[config.mk]
export PLATFORM = sky130hd
export DESIGN_NAME = sys_frame_timer
export DESIGN_NICKNAME = d
export VERILOG_FILES = /design/src/rtl/sys_frame_timer_pkg.sv /design/src/rtl/sft_sync_edge.sv /design/src/rtl/sft_frame_cnt.sv /design/src/rtl/sft_slot_decode.sv /design/src/rtl/sft_mf_stretch.sv /design/src/rtl/sys_frame_timer.sv
export SDC_FILE = /design/constraint.sdc
export NUM_CORES = 1
export LEC_CHECK = 0
export ABC_AREA = 1
export ABC_CLOCK_PERIOD_IN_PS = 3100
export BUFFER_PORTS_ARGS = -buffer_cell sky130_fd_sc_hd__buf_2
export CORE_UTILIZATION = 58
export DETAILED_ROUTE_END_ITERATION = 10
export GPL_ROUTABILITY_DRIVEN = 0
export PLACE_DENSITY = 0.91
export SLEW_MARGIN = 40
export SYNTH_ARGS = -nofsm -noshare
export SYNTH_HDL_FRONTEND = slang
export SYNTH_SLANG_ARGS = --single-unit
[constraint.sdc]
create_clock -name clk_i -period 3.1 [get_ports clk_i]
set_input_delay 0.155 -clock clk_i [delete_from_list [all_inputs] [get_ports clk_i]]
set_output_delay 0.155 -clock clk_i [all_outputs]
set_load 0.02 [all_outputs]
[src/rtl/sys_frame_timer_pkg.sv]
package sys_frame_timer_pkg;

  typedef enum logic {
    RATE_T1 = 1'b0,
    RATE_E1 = 1'b1
  } rate_e;

  typedef enum logic {
    MF_SHORT_SEL = 1'b0,
    MF_LONG_SEL  = 1'b1
  } mf_len_e;

endpackage

[src/rtl/sft_sync_edge.sv]
module sft_sync_edge (
  input  logic clk_i,
  input  logic rst_ni,
  input  logic sync_i,
  output logic rise_o
);

  logic sync_q;

  always_ff @(posedge clk_i or negedge rst_ni) begin
    if (!rst_ni) sync_q <= 1'b0;
    else         sync_q <= sync_i;
  end

  assign rise_o = sync_i & ~sync_q;

endmodule

[src/rtl/sft_frame_cnt.sv]
module sft_frame_cnt
  import sys_frame_timer_pkg::*;
#(
  parameter int T1_BITS  = 193,
  parameter int E1_BITS  = 256,
  parameter int MF_SHORT = 12,
  parameter int MF_LONG  = 24,
  parameter int BIT_W    = 8,
  parameter int FRM_W    = 5
) (
  input  logic             clk_i,
  input  logic             rst_ni,
  input  logic             rise_i,
  input  rate_e            rate_i,
  input  mf_len_e          mf_len_i,
  output logic [BIT_W-1:0] bit_o,
  output logic [FRM_W-1:0] frm_o,
  output logic             mf_start_o,
  output logic             resync_o
);

  logic [BIT_W-1:0] bit_q, bit_last;
  logic [FRM_W-1:0] frm_q, frm_last;
  logic             resync_q, boundary, mf_wrap;

  always_comb begin
    bit_last = (rate_i == RATE_E1) ? BIT_W'(E1_BITS - 1) : BIT_W'(T1_BITS - 1);
    frm_last = (mf_len_i == MF_LONG_SEL) ? FRM_W'(MF_LONG - 1) : FRM_W'(MF_SHORT - 1);
    // >= keeps the chain bounded if a select moves mid-frame
    boundary = rise_i || (bit_q >= bit_last);
    mf_wrap  = boundary && (frm_q >= frm_last);
  end

  always_ff @(posedge clk_i or negedge rst_ni) begin
    if (!rst_ni) begin
      bit_q    <= '0;
      frm_q    <= '0;
      resync_q <= 1'b0;
    end else begin
      resync_q <= rise_i && (bit_q != bit_last);
      if (boundary) begin
        bit_q <= '0;
        frm_q <= mf_wrap ? '0 : frm_q + FRM_W'(1);
      end else begin
        bit_q <= bit_q + BIT_W'(1);
      end
    end
  end

  assign bit_o      = bit_q;
  assign frm_o      = frm_q;
  assign mf_start_o = mf_wrap;
  assign resync_o   = resync_q;

  a_r2_sync_realigns: assert property (@(posedge clk_i) disable iff (!rst_ni)
    rise_i |=> (bit_q == '0));

  a_r10_resync_from_edge: assert property (@(posedge clk_i) disable iff (!rst_ni)
    resync_q |-> $past(rise_i));

  a_r4_mf_wrap_to_zero: assert property (@(posedge clk_i) disable iff (!rst_ni)
    mf_start_o |=> (frm_q == '0));

endmodule

[src/rtl/sft_slot_decode.sv]
module sft_slot_decode
  import sys_frame_timer_pkg::*;
#(
  parameter int BIT_W      = 8,
  parameter int SUB_W      = 3,
  parameter int LIVE_SLOTS = 24,
  localparam int SLOT_W    = BIT_W - SUB_W
) (
  input  rate_e             rate_i,
  input  logic [BIT_W-1:0]  bit_i,
  output logic [SLOT_W-1:0] slot_o,
  output logic              fbit_o,
  output logic              chan_clk_o,
  output logic              bit8_o,
  output logic              idle_o
);

  logic [BIT_W-1:0] pos;
  logic [SUB_W-1:0] sub;
  logic             is_fbit;

  always_comb begin
    is_fbit = (rate_i == RATE_T1) && (bit_i == '0);
    // T1 slots sit one bit later, behind the framing bit
    pos     = (rate_i == RATE_T1) ? bit_i - BIT_W'(1) : bit_i;
    sub     = pos[SUB_W-1:0];
    slot_o  = is_fbit ? '0 : pos[BIT_W-1:SUB_W];
    fbit_o     = is_fbit;
    chan_clk_o = !is_fbit && !sub[SUB_W-1];
    bit8_o     = !is_fbit && (sub == '1);
    idle_o     = (rate_i == RATE_E1) && (slot_o >= SLOT_W'(LIVE_SLOTS));
  end

endmodule

[src/rtl/sft_mf_stretch.sv]
module sft_mf_stretch #(
  parameter int HOLD    = 65,
  localparam int HOLD_W = $clog2(HOLD + 1)
) (
  input  logic clk_i,
  input  logic rst_ni,
  input  logic start_i,
  output logic pulse_o
);

  logic [HOLD_W-1:0] hold_q;

  always_ff @(posedge clk_i or negedge rst_ni) begin
    if (!rst_ni)            hold_q <= '0;
    else if (start_i)       hold_q <= HOLD_W'(HOLD);
    else if (hold_q != '0)  hold_q <= hold_q - HOLD_W'(1);
  end

  assign pulse_o = (hold_q != '0);

  a_r9_pulse_follows_start: assert property (@(posedge clk_i) disable iff (!rst_ni)
    $rose(pulse_o) |-> $past(start_i));

endmodule

[src/rtl/sys_frame_timer.sv]
module sys_frame_timer
  import sys_frame_timer_pkg::*;
#(
  parameter int T1_FRAME_BITS = 193,
  parameter int E1_SLOTS      = 32,
  parameter int SLOT_BITS     = 8,
  parameter int LIVE_SLOTS    = 24,
  parameter int MF_SHORT      = 12,
  parameter int MF_LONG       = 24,
  parameter int MF_HOLD       = 65,
  localparam int E1_BITS      = E1_SLOTS * SLOT_BITS,
  localparam int BIT_W        = $clog2(E1_BITS),
  localparam int SUB_W        = $clog2(SLOT_BITS),
  localparam int SLOT_W       = BIT_W - SUB_W,
  localparam int FRM_W        = $clog2(MF_LONG)
) (
  input  logic              clk_i,
  input  logic              rst_ni,
  input  logic              fsync_i,
  input  logic              rate_sel_i,
  input  logic              mf_long_i,
  output logic [BIT_W-1:0]  bit_cnt_o,
  output logic [FRM_W-1:0]  frame_cnt_o,
  output logic [SLOT_W-1:0] slot_o,
  output logic              fbit_o,
  output logic              chan_clk_o,
  output logic              bit8_o,
  output logic              idle_slot_o,
  output logic              mf_pulse_o,
  output logic              resync_o
);

  rate_e   rate;
  mf_len_e mf_len;
  logic    sync_rise;
  logic    mf_start;

  assign rate   = rate_e'(rate_sel_i);
  assign mf_len = mf_len_e'(mf_long_i);

  sft_sync_edge u_edge (
    .clk_i  (clk_i),
    .rst_ni (rst_ni),
    .sync_i (fsync_i),
    .rise_o (sync_rise)
  );

  sft_frame_cnt #(
    .T1_BITS  (T1_FRAME_BITS),
    .E1_BITS  (E1_BITS),
    .MF_SHORT (MF_SHORT),
    .MF_LONG  (MF_LONG),
    .BIT_W    (BIT_W),
    .FRM_W    (FRM_W)
  ) u_cnt (
    .clk_i      (clk_i),
    .rst_ni     (rst_ni),
    .rise_i     (sync_rise),
    .rate_i     (rate),
    .mf_len_i   (mf_len),
    .bit_o      (bit_cnt_o),
    .frm_o      (frame_cnt_o),
    .mf_start_o (mf_start),
    .resync_o   (resync_o)
  );

  sft_slot_decode #(
    .BIT_W      (BIT_W),
    .SUB_W      (SUB_W),
    .LIVE_SLOTS (LIVE_SLOTS)
  ) u_dec (
    .rate_i     (rate),
    .bit_i      (bit_cnt_o),
    .slot_o     (slot_o),
    .fbit_o     (fbit_o),
    .chan_clk_o (chan_clk_o),
    .bit8_o     (bit8_o),
    .idle_o     (idle_slot_o)
  );

  sft_mf_stretch #(
    .HOLD (MF_HOLD)
  ) u_mf (
    .clk_i   (clk_i),
    .rst_ni  (rst_ni),
    .start_i (mf_start),
    .pulse_o (mf_pulse_o)
  );

  a_r6_clk_rise_on_boundary: assert property (@(posedge clk_i) disable iff (!rst_ni)
    $rose(chan_clk_o) |-> ($past(bit8_o) || $past(fbit_o) || resync_o));

  a_r7_bit8_then_new_slot: assert property (@(posedge clk_i) disable iff (!rst_ni)
    bit8_o |=> (chan_clk_o || fbit_o));

  a_r8_idle_tail_only: assert property (@(posedge clk_i) disable iff (!rst_ni)
    idle_slot_o |-> (bit_cnt_o >= BIT_W'(LIVE_SLOTS * SLOT_BITS)));

  a_r9_mf_at_frame_start: assert property (@(posedge clk_i) disable iff (!rst_ni)
    $rose(mf_pulse_o) |-> (bit_cnt_o == '0 && frame_cnt_o == '0));

endmodule

Yosys cells after proc, flatten, opt, wreduce, memory -nomap -nowiden --
Index checks and enable logic that the tools add are counted.
Storage, ports and cells: register bits 22, bits of input ports 5, logic and storage cells 37
Operators by class: add/subtract/negate cells 4, order comparisons 3, equal/unequal tests 2, mux-type cells 8, bitwise operators 3, reduce and logical (&&, ||, !) cells 12
Operators with widths (count):
- 2-to-1 mux 8 bit | 2
- 2-to-1 mux 5 bit | 3
- 2-to-1 mux 7 bit | 2
- adder 8 x 1 -> 8 bit (second input constant) | 1
- >= comparator 8 bit | 1
- zero test 8 bit | 1
- != test 8 bit | 1
- subtractor 8 x 1 -> 8 bit (second input constant) | 1
- nonzero test 7 bit | 1
- subtractor 7 x 1 -> 7 bit (second input constant) | 1
- logical AND 1 bit | 6
- 2-to-1 mux 6 bit | 1
- adder 5 x 1 -> 5 bit (second input constant) | 1
- >= comparator 5 bit | 1
- >= comparator 5 bit (second input constant) | 1
- == test 3 bit (second input constant) | 1
- zero test 1 bit | 2
- NOT 1 bit | 2
- nonzero test 2 bit | 1
- bitwise AND 1 bit | 1
- logical OR 1 bit | 1

Logic depth before layout (Yosys ltp) --
Gate-level depths: netlist of the first run.
depth after elaboration 5, mapped depth 12

Modules after synthesis --
Synthesis of the first run repeated with hierarchy kept, for this count alone.
Unflattened totals: cells, all modules 237, area, all modules 1773.0 um^2
By module, submodules not included:
- sft_frame_cnt | times used 1, cells an instance 126, area an instance 1044.8 um^2
- sft_mf_stretch | times used 1, cells an instance 53, area an instance 406.6 um^2
- sft_slot_decode | times used 1, cells an instance 55, area an instance 286.5 um^2
- sft_sync_edge | times used 1, cells an instance 3, area an instance 35.0 um^2

Worst setup path after synthesis of the first run --
Ideal clock, no wire load.
kind reg-to-output, start reg u_cnt.bit_q[0] (netlist: u_cnt.bit_o[0]), end out slot_o[0], data arrival time 1658 ps, required time 2945 ps, path slack 1287 ps, cell stages (with the launch flop) 12, buffers on the path 0, cell sequence dfrtp_1 -> inv_1 -> ha_1 -> inv_1 -> nor2_1 -> nand4_1 -> nor2_1 -> inv_1 -> nor2_2 -> inv_2 -> nand2_1 -> inv_1
Between the ends: cells in the longest elaborated chain, start to end 3
RTL lines:
- start, declared | line sft_frame_cnt.sv:22 | logic [BIT_W-1:0] bit_q, bit_last;
- start signal, assigned | line sft_frame_cnt.sv:45 | bit_q <= bit_q + BIT_W'(1);
- zero test 8 bit | line sft_slot_decode.sv:23 | is_fbit = (rate_i == RATE_T1) && (bit_i == '0);
- logical AND 1 bit | line sft_slot_decode.sv:23
- named net fbit_o | line sys_frame_timer.sv:25 | output logic fbit_o,
- 2-to-1 mux 5 bit | line sft_slot_decode.sv:27 | slot_o = is_fbit ? '0 : pos[BIT_W-1:SUB_W];
- end, declared | line sys_frame_timer.sv:24 | output logic [SLOT_W-1:0] slot_o,
The timed path passes the listed nets, and every way through them passes these cells.

Worst setup path after layout of the first run --
start reg u_cnt.bit_q[0] (netlist: u_cnt.bit_o[0]), end out slot_o[0]
Between the ends: cells in the longest elaborated chain, start to end 3
RTL lines (line):
- subtractor 8 x 1 -> 8 bit / zero test 8 bit (equally long branches) | sft_slot_decode.sv:25, sft_slot_decode.sv:23
- 2-to-1 mux 8 bit / logical AND 1 bit (equally long branches) | sft_slot_decode.sv:25, sft_slot_decode.sv:23
- 2-to-1 mux 5 bit (*) | sft_slot_decode.sv:27
Every way passes the cells marked *; elsewhere a longest branch is shown, timed or not.

==> metrics.md, run 1 <==
| Metric | Value |
|---|---|
| Status | `finished, final reports clean` |
| Crit. End Element | `output port` |
| CP Depth | `12` |
| Vias in the first global route | `1114` |
| Post-synth cell types | `22` |
| Crit start category | `register` |
| H-tree depth | `1` |
| Most used cell, CP | `inv_1` |
| CTS tree | `done` |
| Antenna Nets Post-Route | `0` |
| First-pass GRT wire length | `between 4000 and 5000 um` |
| Largest family of logic cells by synthesized area | `simple AND/OR/NAND/NOR gates` |
| Clock Tree Buf Depth | `2` |
| Power per cell area | `about 760 nW/um2` |
| Ys async rst share | `100%` |
| Critical path's slowest cell | `dfrtp_1` |
| Worst Max-Slew Pin Slew | `between 0.4 and 0.5 ns` |
| Slowest stage delay, CP | `between 0.4 and 0.5 ns` |
| Most frequent cell after synthesis | `nand2_1` |
| Clock transition at the registers of the reported paths | `approximately 0.13 ns` |
| Post-route setup slack | `~0.96 ns` |
| Clk_lat worst skew | `~0.32 ns` |
| Yosys Warn Count | `0` |
| Post-synth top area cell | `dfrtp_1` |
| Worst hold path type | `input port to asynchronous set/reset pin` |
| Slew Limit Fails | `0` |
| Clk root buf | `clkbuf_4` |
| Ys flop type | `dfrtp_1` |
| Area fraction of the dominant cell type after synthesis | `a little over a third` |
| Share of layout cells above drive strength 1 | `~18%` |
| Pre-antenna DRT Iters | `4` |
| Antenna violations before repair | `0` |
| Post-route cell area | `1770 um2` |
| Mapped Avg Cell Area | `between 7 and 8 um2` |
| CTS buffer count | `3` |
| WL final | `approximately 3000 um` |
| CTS Hold Buffers Added | `2` |
| Post-Layout Cell Count | `270` |
| RSZ-0062 raised after global routing | `no` |
| Post-CTS sizing | `0` |
| Top-level I/O count | `29` |
| Synth Cell Area | `roughly 1500 um2` |
| Max VDD drop | `between 500 and 600 uV` |
| Clock sinks | `22` |
| Post-Syn Nets | `225` |
| Final #Nets | `259` |
| Die Ht | `about 53 um` |
| Post-synthesis mux area share | `0%` |
| Total number of vias | `1362` |
| Row count | `18` |
| Synth Area in Simple Gates | `between 30% and 40%` |
| Layout area overhead | `15.3%` |
| Area post-placement | `around 1700 um2` |
| FF-to-FF Start | `u_cnt.bit_o[0]` |
| Synth Area in Adders | `about a tenth` |
| DP Wirelength | `roughly 2200 um` |
| Initial Utilization | `61.4%` |
| Final Setup Violations | `0` |
| Mapped Cells | `~210` |
| Setup crit start | `u_cnt.bit_o[0]` |
| Setup WS pre-CTS | `1.31 ns` |
| Width of the die | `about 53 um` |
| GR Overflow Total | `0` |
| Routed vias/inst | `5.04` |
| Worst-path cell chain | `inv_1 > ha_1 > inv_1 > nor2_1 > nand4_1 > nor2_1 > inv_1 > nor2_2 > inv_2 > nand2_1 > inv_1 > buf_2` |
| Part of the Yosys area used for sequential elements | `a little over a third` |
| PortBufs | `28` |
| Max Cap Viol | `0` |
| CP Max Fanout | `5` |
| Largest net degree at the start of global routing | `23` |
| Fillers | `roughly 210` |
| Crit path required time | `2.94 ns` |
| Setup Fix Bufs, Post-CTS | `0` |
| Min Tclk post-route | `between 2 and 2.5 ns` |
| XOR/XNOR Fraction of Synth Area | `under 10%` |
| Slew headroom | `67.7%` |
| Area of the die | `2860 um2` |
| EDFF count, synth | `0` |
| WL/cell | `~11 um` |
| Crit share post-route | `between 60% and 70%` |
| Peak Freq | `0.467 GHz` |
| Setup TNS | `0 ns` |
| PnR Total Power | `~1.4 mW` |
| Complex-gate fraction of the synthesized area | `~3.8%` |
| # diodes | `0` |
| DRT iter0 DRCs | `22` |
| Placed Cells | `around 260` |
| Final Hold Vio Count | `0` |
| CP Class | `register to output port` |
| Cell family with most CP delay | `simple AND/OR/NAND/NOR gates` |
| Gr usage total | `a little under a quarter` |
| Pleak | `between 1 and 1.5 nW` |
| FF-to-FF path depth | `9` |
| Buf+Inv Stages, Crit Path | `6` |
| Synth top area cells | `dfrtp_1 (36%), nand2_1 (12%), ha_1 (11%)` |
| Max Clock Skew | `around 0.016 ns` |
| Commonest cells in the netlist | `nand2_1 (48), inv_1 (38), nor2_1 (25)` |
| DRC viols | `0` |
| Core box area | `2500 um2` |
| Synth Register Bits | `22` |
| Critical Path AT | `slightly below 2 ns` |
==> layout by cell type, fill, tap and decap left out, drive strengths merged <==
master / synthesis / routed
dlygate4sd3: 0 / 2
a21oi: 9 / 9
o2111ai: 1 / 1
buf: 1 / 28
nand3: 13 / 13
xor2: 12 / 12
clkbuf: 0 / 3
nor2: 29 / 29
dfrtp: 22 / 22
inv: 41 / 41
nand3b: 4 / 4
nor3b: 1 / 1
nand2: 50 / 50
o21ai: 1 / 1
nand4: 4 / 4
bufinv: 0 / 1
xnor2: 1 / 1
ha: 13 / 13
nor3: 5 / 5
==> power by group <==
| group | internal (mW) | total (mW) | switching (mW) |
|---|---|---|---|
| Combinational | 0.245 | 0.651 | 0.406 |
| Clock | 0.131 | 0.221 | 0.0901 |
| Sequential | 0.376 | 0.479 | 0.103 |
| Total | 0.752 | 1.35 | 0.599 |
==> logic make-up (layout without fill, tap and decap cells) <==
kind of cell    Yosys count  after routing
fa+ha+maj                13             13
buf+inv                  42             75
xor+xnor                 13             13
compound gates           11             11
simple gates            106            106
flops                    22             22
==> metal layers <==
layer  track usage (%)  routed length (um)
met1              30.0                1410
met2              38.1                1360
met3              2.59                 123
met4              6.58                  34
met5                 0                   0
==> final timing paths <==
path,to,slack (ns)
min in group clk_i,u_edge.sync_q,0.48
min,u_mf.hold_q[5],0.31
max,slot_o[0],0.96
max reg2reg,u_mf.hold_q[5],1.36
min reg2reg,u_mf.hold_q[6],0.51
max in group asynchronous,u_cnt.bit_o[0],2.45
==> state kept, by name (all words and copies together), names as in the netlist <==
register        flops
u_cnt.bit_o         8
u_cnt.frm_o         5
u_cnt.resync_o      1
u_edge.sync_q       1
u_mf.hold_q         7
==> area by class of cell <==
| cell class | instances | area, um2 | area share (%) |
|---|---|---|---|
| multi-input cells | 143 | 816 | 46.1 |
| clock buffers | 3 | 22.5 | 1.27 |
| repair buffers | 30 | 160 | 9.05 |
| flip-flops and latches | 22 | 551 | 31.1 |
| well taps | 30 | 37.5 | 2.12 |
| clock inverters | 1 | 30.0 | 1.70 |
| inverters | 41 | 154 | 8.69 |
==> through the flow <==
step	hold slack, ns	util, %
floorplan	-0.141	-
global placement	0.134	67.9
detailed placement	0.139	67.9
CTS	0.311	70.8
global route	0.356	70.8
finish	0.305	70.8
Note: power is estimated with default switching activity, not from simulation.
==> run 2, diff against run 1 <==
--- a/config.mk
+++ b/config.mk
@@ -5,13 +5,13 @@
 export SDC_FILE = /design/constraint.sdc
 export NUM_CORES = 1
 export LEC_CHECK = 0
-export ABC_AREA = 1
-export ABC_CLOCK_PERIOD_IN_PS = 3100
+export ABC_AREA = 0
+export ABC_CLOCK_PERIOD_IN_PS = 2000
 export BUFFER_PORTS_ARGS = -buffer_cell sky130_fd_sc_hd__buf_2
-export CORE_UTILIZATION = 58
+export CORE_UTILIZATION = 55
 export DETAILED_ROUTE_END_ITERATION = 10
 export GPL_ROUTABILITY_DRIVEN = 0
-export PLACE_DENSITY = 0.91
+export PLACE_DENSITY = 0.87
 export SLEW_MARGIN = 40
 export SYNTH_ARGS = -nofsm -noshare
 export SYNTH_HDL_FRONTEND = slang
==> constraint.sdc (replaced) <==
create_clock -name clk_i -period 2 [get_ports clk_i]
set_input_delay 0.1 -clock clk_i [delete_from_list [all_inputs] [get_ports clk_i]]
set_output_delay 0.1 -clock clk_i [all_outputs]
set_load 0.02 [all_outputs]
==> run 2 against run 1 <==
  * Final cell count decreased by 12%
  * Final area is 14% higher
  * Via count grew 7.5%
  * First-iteration DRC count rose by 41%
  * Total power up 91%
  * Synthesized cell count decreased by 24%
  * Largest power group unchanged
==> metrics.md, run 2 <==
| Metric | Value |
|---|---|
| Top Layer Used | `met4` |
| Gate power share | `around three fifths` |
| Post-route setup slack | `approximately 0.014 ns` |
| Row count | `18` |
| Initial Utilization | `~60%` |
| Part of the Yosys area used for sequential elements | `36.6%` |
| Max FFs per register | `8` |
| Clock transition at the registers of the reported paths | `0.13 ns` |
| Worst hold path type | `input port to asynchronous set/reset pin` |
| Top-level I/O count | `29` |
| Min Tclk post-route | `between 1.5 and 2 ns` |
| Post-synth top area cell | `dfrtp_1` |
| Max VDD drop | `962 uV` |
| DP Wirelength | `roughly 2800 um` |
| Final Setup Violations | `0` |
| Largest net degree at the start of global routing | `23` |
| Peak Freq | `between 0.5 and 0.6 GHz` |
| RSZ-0062 raised after global routing | `yes` |
| R2r setup slk | `about 0.04 ns` |
| Final Hold Vio Count | `0` |
| WL met3 | `around 350 um` |
| Met1 wire length | `1630 um` |
| Vias in the first global route | `roughly 1300` |
| Setup TNS | `0 ns` |
| Layout area overhead | `33.9%` |
| Most frequent cell after synthesis | `dfrtp_1` |
| Final #Nets | `between 200 and 250` |
| Sequential share of power | `a little under 30%` |
| Sw Ratio | `approximately 46%` |
| Post-Syn Nets | `~180` |
| Worst-path cell chain | `buf_6 > nor3_4 > nand2_2 > nor3_2 > mux2_4 > buf_6` |
| CP Class | `register to output port` |
| Antenna violations before repair | `0` |
| Buf+Inv Stages, Crit Path | `2` |
| Cell family with most CP delay | `simple AND/OR/NAND/NOR gates` |
| Slew Limit Fails | `0` |
| Most common cell after layout, fill and taps aside | `buf_2` |
| Commonest cells in the netlist | `dfrtp_1 (22), nor2_1 (21), nand2_1 (16)` |
| Ys async rst share | `between 90% and 100%` |
| First-pass GRT wire length | `~6000 um` |
| # diodes | `0` |
| Slew headroom | `about two thirds` |
| Synth Register Bits | `22` |
| CTS tree | `done` |
| Pleak | `around 0.96 nW` |
| WL final | `about 4400 um` |
| DRC viols | `0` |
| Power per cell area | `about 1300 nW/um2` |
| Max Clock Skew | `between 0.008 and 0.009 ns` |
| Clock Tree Buf Depth | `2` |
| WL/cell | `~18 um` |
| Die Ht | `54.3 um` |
| Width of the die | `between 50 and 60 um` |
| CTS buffer count | `3` |
| Crit share post-route | `between 90 and 100%` |
| Antenna Nets Post-Route | `0` |
| Yosys Warn Count | `0` |
| H-tree depth | `1` |
| CP Max Fanout | `6` |
| Ys flop type | `dfrtp_1` |
| Synth Cell Area | `around 1500 um2` |
| Clk_lat worst skew | `0.31 ns` |
| Clock sinks | `22` |
| Crit. End Element | `output port` |
| P_int | `about 1.4 mW` |
| Area fraction of the dominant cell type after synthesis | `between 30% and 40%` |
| Most frequent cells in the layout | `buf_2 (24), dfrtp_1 (21), nor2_1 (19), buf_4 (19), nand2_1 (15)` |
| Mapped Avg Cell Area | `around 9.6 um2` |
| Post-synth cell types | `45` |
| Crit start category | `register` |
| Pre-antenna DRT Iters | `4` |
| Synth top area cells | `dfrtp_1 (37%), ha_1 (11%), nor2_1 (5.2%)` |
| Area of the die | `just under 3000 um2` |
| Placed Cells | `222` |
| NetSw | `1.20 mW` |
| Critical path's slowest cell | `dfrtp_1` |
| Routed wl met2 | `2230 um` |
| Core box area | `approximately 2500 um2` |
| Worst Max-Slew Pin Slew | `~0.49 ns` |
| Critical Path AT | `approximately 1.9 ns` |
| Most used cell, CP | `buf_6` |
| EDFF count, synth | `0` |
| Critical R2R Capture | `u_cnt.frm_o[2]` |
| Setup WS pre-CTS | `-0.0612 ns` |
| Mapped Cells | `~160` |
| Routed vias/inst | `6.18` |
| Max Cap Viol | `0` |
| Crit path required time | `1.90 ns` |
| Gr usage total | `between 20% and 30%` |
| Status | `finished, final reports clean` |
| Total number of vias | `roughly 1500` |
| Clock network fraction of total power | `about a tenth` |
| FF-to-FF path depth | `8` |
| Clk root buf | `clkbuf_4` |
| PortBufs | `28` |
| Post-Layout Cell Count | `237` |
| DRT iter0 DRCs | `31` |
| GR Overflow Total | `0` |
| FF-to-FF Start | `u_cnt.bit_o[0]` |
| Slowest stage delay, CP | `roughly 0.42 ns` |
| Share of layout cells above drive strength 1 | `approximately 40%` |
-- run 2: worst max-delay path by stage --
stage                           endpoint  slack, ns           start  depth (start not counted)
after floorplan           u_cnt.frm_o[3]      0.007  u_cnt.bit_o[0]                          8
after global placement    u_mf.hold_q[6]       0.05  u_cnt.bit_o[0]                          7
after detailed placement  u_cnt.frm_o[2]      -0.06  u_cnt.bit_o[0]                          8
after CTS                     mf_pulse_o      -0.02  u_mf.hold_q[0]                          6
after global routing              bit8_o      -0.07  u_cnt.bit_o[1]                          7
final                          slot_o[4]       0.01  u_cnt.bit_o[3]                          6
-- run 2: final cells by class --
cell class,count,area [um2]
Clock buffer,4,36.3
Tap cell,30,37.5
Timing Repair Buffer,50,339
Sequential cell,22,552
Fill cell,149,509
Multi-Input combinational cell,124,1020
Inverter,7,26.3
-- run 2: timing repair --
item | in CTS | in global routing
setup buffers | 2 | 6
hold buffers | 2 | 0
setup endpoints to repair | 16 | 11
resized for setup | 6 | 25
pin swaps | 1 | 9
cloned | 0 | 1
hold endpoints to repair | 23 | 0
-- run 2: per-layer routing --
metal | global-route usage [%] | up-vias
met5 | 0 | -
met2 | 49.8 | 78
met3 | 5.56 | 18
met4 | 10.3 | 0
li1 | - | 652
met1 | 35.7 | 716
-- run 2: power by group through the flow --
stage,Combinational (mW),Sequential (mW),Clock (mW)
2_1_floorplan,0.767,0.854,0
3_3_place_gp,1.18,0.746,0
3_5_place_dp,1.27,0.764,0
4_1_cts,1.31,0.758,0.251
5_1_grt,1.68,0.780,0.271
6_report,1.57,0.768,0.250
-- run 2: cells by family after synthesis --
kind of cell	share of synthesized area, %
adder cells (fa/ha/maj)	10.8
buffers and inverters	4.08
flip-flops	36.6
multiplexers	1.41
AND/OR/NAND/NOR	26.8
AO/OA/AOI/OAI	12.7
XOR/XNOR	7.57
-- run 2: through the flow --
step / cell area [um2] / power (mW) / hold WS, ns / util (%)
finish: 2010 / 2.59 / 0.275 / 79.8
CTS: 1840 / 2.32 / 0.278 / 72.9
global placement: 1740 / 1.92 / 0.0753 / 69.1
floorplan: 1510 / 1.62 / -0.196 / -
global route: 2010 / 2.74 / 0.332 / 79.8
detailed placement: 1740 / 2.03 / 0.0888 / 69.1
